**src/rtl/sup_rst_pkg.sv**
```systemverilog
`timescale 1ns/1ps
package sup_rst_pkg;
  localparam int unsigned NUM_DOM = 2;
  localparam int unsigned DOM_ANA = 0;
  localparam int unsigned DOM_DIG = 1;

  typedef struct packed {
    logic coarse;
    logic fine;
  } sup_flag_t;
endpackage

```
**src/rtl/sup_dom_qual.sv**
```systemverilog
`timescale 1ns/1ps
module sup_dom_qual
  import sup_rst_pkg::*;
(
  input  sup_flag_t flag_i,
  output logic      good_o
);
  // fine comparator is only trusted once coarse has tripped
  assign good_o = flag_i.coarse & flag_i.fine;
endmodule

```
**src/rtl/sup_sync2.sv**
```systemverilog
`timescale 1ns/1ps
module sup_sync2 (
  input  logic clk_i,
  input  logic clr_ni,
  output logic q_o
);
  logic s1_q, s2_q;

  always_ff @(posedge clk_i or negedge clr_ni) begin
    if (!clr_ni) begin
      s1_q <= 1'b0;
      s2_q <= 1'b0;
    end else begin
      s1_q <= 1'b1;
      s2_q <= s1_q;
    end
  end

  assign q_o = s2_q;


  sync_order_chk: assert property (@(posedge clk_i) disable iff (!clr_ni)
    s2_q |-> s1_q);
endmodule

```
**src/rtl/sup_hold_timer.sv**
```systemverilog
`timescale 1ns/1ps
module sup_hold_timer #(
  parameter int unsigned HOLD_CYCLES = 32_500_000
) (
  input  logic clk_i,
  input  logic clr_ni,
  input  logic start_i,
  output logic done_o
);
  localparam int unsigned CNT_W = $clog2(HOLD_CYCLES + 1);
  localparam logic [CNT_W-1:0] LAST = CNT_W'(HOLD_CYCLES - 1);

  logic [CNT_W-1:0] cnt_q;
  logic             done_q;

  always_ff @(posedge clk_i or negedge clr_ni) begin
    if (!clr_ni) begin
      cnt_q  <= '0;
      done_q <= 1'b0;
    end else if (start_i && !done_q) begin
      if (cnt_q == LAST) done_q <= 1'b1;
      else               cnt_q  <= cnt_q + 1'b1;
    end
  end

  assign done_o = done_q;


  done_sticky_chk: assert property (@(posedge clk_i) disable iff (!clr_ni)
    done_q |=> done_q);

  cnt_range_chk: assert property (@(posedge clk_i) disable iff (!clr_ni)
    cnt_q <= LAST);

  idle_zero_chk: assert property (@(posedge clk_i) disable iff (!clr_ni)
    !start_i |-> (cnt_q == '0 && !done_q));
endmodule

```
**src/rtl/sup_rst_seq.sv**
```systemverilog
`timescale 1ns/1ps
module sup_rst_seq
  import sup_rst_pkg::*;
#(
  parameter int unsigned CLK_KHZ = 250_000,
  parameter int unsigned HOLD_MS = 130
) (
  input  logic clk_i,
  input  logic ana_coarse_i,
  input  logic ana_fine_i,
  input  logic dig_coarse_i,
  input  logic dig_fine_i,
  output logic rst_no,
  output logic pending_o
);
  localparam int unsigned HOLD_CYCLES = CLK_KHZ * HOLD_MS;

  sup_flag_t [NUM_DOM-1:0] flags;
  logic      [NUM_DOM-1:0] dom_good;
  logic pg, pg_sync, done;

  assign flags[DOM_ANA] = '{coarse: ana_coarse_i, fine: ana_fine_i};
  assign flags[DOM_DIG] = '{coarse: dig_coarse_i, fine: dig_fine_i};

  for (genvar d = 0; d < NUM_DOM; d++) begin : g_dom
    sup_dom_qual u_qual (
      .flag_i (flags[d]),
      .good_o (dom_good[d])
    );
  end

  // doubles as asynchronous clear for all sequencing state
  assign pg = &dom_good;

  sup_sync2 u_sync (
    .clk_i  (clk_i),
    .clr_ni (pg),
    .q_o    (pg_sync)
  );

  sup_hold_timer #(.HOLD_CYCLES(HOLD_CYCLES)) u_timer (
    .clk_i   (clk_i),
    .clr_ni  (pg),
    .start_i (pg_sync),
    .done_o  (done)
  );

  assign rst_no    = done;
  assign pending_o = pg & ~done;


  pg_low_rst_chk: assert property (@(posedge clk_i)
    !pg |-> !rst_no);

  release_pending_chk: assert property (@(posedge clk_i) disable iff (!pg)
    $rose(rst_no) |-> $past(pending_o));
endmodule

```
**config.mk**
```make
export PLATFORM = sky130hd
export DESIGN_NAME = sup_rst_seq
export DESIGN_NICKNAME = d
export VERILOG_FILES = /design/src/rtl/sup_rst_pkg.sv /design/src/rtl/sup_dom_qual.sv /design/src/rtl/sup_sync2.sv /design/src/rtl/sup_hold_timer.sv /design/src/rtl/sup_rst_seq.sv
export SDC_FILE = /design/constraint.sdc
export NUM_CORES = 1
export LEC_CHECK = 0
export CELL_PAD_IN_SITES_DETAIL_PLACEMENT = 1
export CELL_PAD_IN_SITES_GLOBAL_PLACEMENT = 2
export CORE_AREA = 2 2 55 62
export CTS_BUF_LIST = sky130_fd_sc_hd__clkbuf_2 sky130_fd_sc_hd__clkbuf_4 sky130_fd_sc_hd__clkbuf_8
export DETAILED_ROUTE_END_ITERATION = 8
export DIE_AREA = 0 0 57 64
export PLACE_DENSITY = 0.83
export SLEW_MARGIN = 15
export SYNTH_ARGS = -nofsm -noshare
export SYNTH_HDL_FRONTEND = slang
export SYNTH_SLANG_ARGS = --single-unit
```
**constraint.sdc**
```tcl
create_clock -name clk_i -period 3 [get_ports clk_i]
set_input_delay 0.3 -clock clk_i [delete_from_list [all_inputs] [get_ports clk_i]]
set_output_delay 0.3 -clock clk_i [all_outputs]
set_load 0.03 [all_outputs]
```
==> summary.txt <==
post-route minimum period -> 2.14 ns
syn_area_per_cell -> 11.5 sq um
area grow syn2layout -> 11.0%
Layout Nets -> 130
status -> finished, final reports clean
via/cell ratio -> 5.41
Initial Utilization -> 43.1%
Worst path slowest cell -> clkdlybuf4s50_1
Cells after Synth -> 112
Reg clk slew, reported paths -> 0.15 ns
hold depth -> 0
final-layout fill cell count -> 330
CP max stage delay -> 0.69 ns
Ports -> 7
final std cells w/o fill -> 157
maximum fanout along the worst path -> 2
post-route ant nets -> 0
crit-path cells -> clkdlybuf4s50_1 -> and4_1 -> nor2b_1 -> clkdlybuf4s50_1
Final Worst Setup Slack -> 0.864 ns
final core occ -> 47.9%
Buffers on Ports -> 6
max cap viols -> 0
clk buf depth -> 2
Die H -> 64 um
mapped cell area -> 0.00129 sq mm
via count -> 849
Worst R2R Path Depth -> 7
Worst Min Path Start -> u_sync.s1_q
H-tree levels -> 1
core box area -> 0.00300 sq mm
Routability Congestion -> 0.766
DP Cell Count -> 153
Critical Path Source Type -> input pin
Routed WL per cell -> 16.3 um
largest net degree at the start of global routing -> 29
Critical R2R Launch -> u_timer.cnt_q[0]
final hold violation count -> 0
hold buffers post-CTS -> 0
Pleak -> 0.648 nW
Tcrit/Tclk final -> 71.2%
residual overflow from global routing -> 0
CTS sink cnt -> 28
fin area -> 0.00144 sq mm
required time of the critical path -> 2.70 ns
DRC viols -> 0
DR WL met3 -> 28 um
most used cell, CP -> clkdlybuf4s50_1
first-pass GRT wire length -> 4520 um
Placement Setup Slack -> 0.861 ns
FP Rows -> 21
chip width -> 57 um
Post-Route WL -> 2560 um
initial antenna violation count -> 0
GRT Overall Usage -> 16.1%
Critical Path AT -> 1.84 ns
DP Wirelength -> 1930 um
RSZ-0062 raised after global routing -> false
clock skew -> 0.00793 ns
Detail Route met2 WL -> 1320 um
later-pin clock latency in the skew report -> 0.33 ns
CP Class -> in2out
number of global-route vias before repair -> 908
Setup crit start -> dig_coarse_i
wire length on met1 -> 1180 um
Seq/Total Area, Yosys -> 54.2%
warning count from the yosys run -> 0
Pwr Density -> 544 mW/mm^2
post-place instance area -> 0.00140 sq mm
Initial DRC Count -> 22
Hold Crit Class -> reg2reg
CTS buffer count -> 3
Clock Root Buffer -> clkbuf_4
Distinct cells, synth -> 23
final setup TNS -> 0 ns
synthesis-stage register bit count -> 28
Worst IR Drop VDD -> 0.332 mV
share of cells above drive strength 1 -> 8.94%
fin. max-slew vios -> 0
Inserted Diodes -> 0
# resized after CTS -> 0
Die Area -> 0.00365 sq mm
Synth Net Count -> 118
Final setup viols -> 0
postcts setup bufs -> 0
first-pass iteration count of the detailed router -> 4
Max Clk Rate -> 0.468 GHz
highest routed layer -> met4
CTS tree -> done
Crit. End Element -> output pin
critical path, delay by kind of cell:
kind	cells	cell delay [ns]
simple gates	2	0.40
buf+inv	2	1.14
cells in the final DEF (no fill, tap or decap):
cell / Yosys / routed
nand2b_1: 2 / 2
nor2_1: 5 / 5
nand3_1: 6 / 6
nand4bb_1: 1 / 1
a31oi_1: 1 / 1
nor4_1: 1 / 1
nand4_1: 9 / 9
and3_1: 6 / 6
nor4_2: 2 / 2
nor3_1: 4 / 4
or3_4: 1 / 1
xor2_1: 9 / 9
nor2b_1: 1 / 1
a41o_1: 1 / 1
buf_4: 0 / 2
clkdlybuf4s50_1: 0 / 6
dfrtp_1: 28 / 28
nand2_1: 13 / 13
clkbuf_8: 0 / 1
nor4_4: 1 / 1
clkbuf_4: 0 / 3
ha_1: 1 / 1
conb_1: 1 / 1
xnor2_1: 15 / 15
mux2_4: 1 / 1
and4_1: 2 / 2
layout make-up:
cell class	count	area, sq um	share of cell area (%)
sequential	28	701	48.8
timing repair buffer	8	75.1	5.23
tap	34	42.5	2.96
multi-input combinational	83	581	40.5
clock buffer	4	36.3	2.53
synth_stat cells:
cell	number	area, sq um
nor4_2	2	25.0
xnor2_1	15	131
ha_1	1	12.5
nand4bb_1	1	11.3
nor2b_1	1	6.26
nor2_1	5	18.8
and3_1	6	37.5
a31oi_1	1	6.26
and4_1	2	17.5
dfrtp_1	28	701
nand3_1	6	30.0
conb_1	1	3.75
nand2b_1	2	12.5
nand4_1	9	56.3
or3_4	1	11.3
xor2_1	9	78.8
buf_6	1	11.3
nor3_1	4	20.0
mux2_4	1	15.0
nor4_1	1	6.26
nand2_1	13	48.8
nor4_4	1	21.3
a41o_1	1	10.0
power by group:
part | internal [mW] | switching (mW)
clock network | 0.0743 | 0.110
logic | 0.0672 | 0.0524
registers | 0.424 | 0.0523
through the flow:
| stage | hold slack (ns) | total power, mW |
|---|---|---|
| after detailed placement | 0.338 | 0.606 |
| after CTS | 0.372 | 0.792 |
| final | 0.371 | 0.780 |
| after floorplan | 0.331 | 0.562 |
| after global placement | 0.335 | 0.590 |
| after global routing | 0.404 | 0.829 |
cells by family after synthesis:
| logic type | after synthesis | synth area share [%] |
|---|---|---|
| xor+xnor | 24 | 16.3 |
| flops | 28 | 54.2 |
| compound gates | 2 | 1.26 |
| fa+ha+maj | 1 | 0.968 |
| simple gates | 54 | 25.0 |
| mux | 1 | 1.16 |
| buf+inv | 1 | 0.871 |
| other cells | 1 | 0.290 |
sequential cells by signal, indices dropped and copies added, names as in the netlist:
name,flops
u_timer.cnt_q,25
u_sync.q_o,1
u_sync.s1_q,1
u_timer.done_o,1
routing by layer:
layer | track usage, % | vias up
li1 | - | 415
met1 | 21.2 | 427
met2 | 27.0 | 3
met3 | 1.82 | 4
met4 | 6.10 | 0
met5 | 0 | -
final timing paths:
kind                       slack (ns)                 to
hold / removal                   0.37         u_sync.q_o
min in group asynchronous        0.58  u_timer.cnt_q[19]
max in group asynchronous        2.13   u_timer.cnt_q[8]
hold reg to reg                  0.37         u_sync.q_o
setup reg to reg                 1.04   u_timer.cnt_q[7]
setup / recovery                 0.86          pending_o
(Power assumes the default switching activity.)
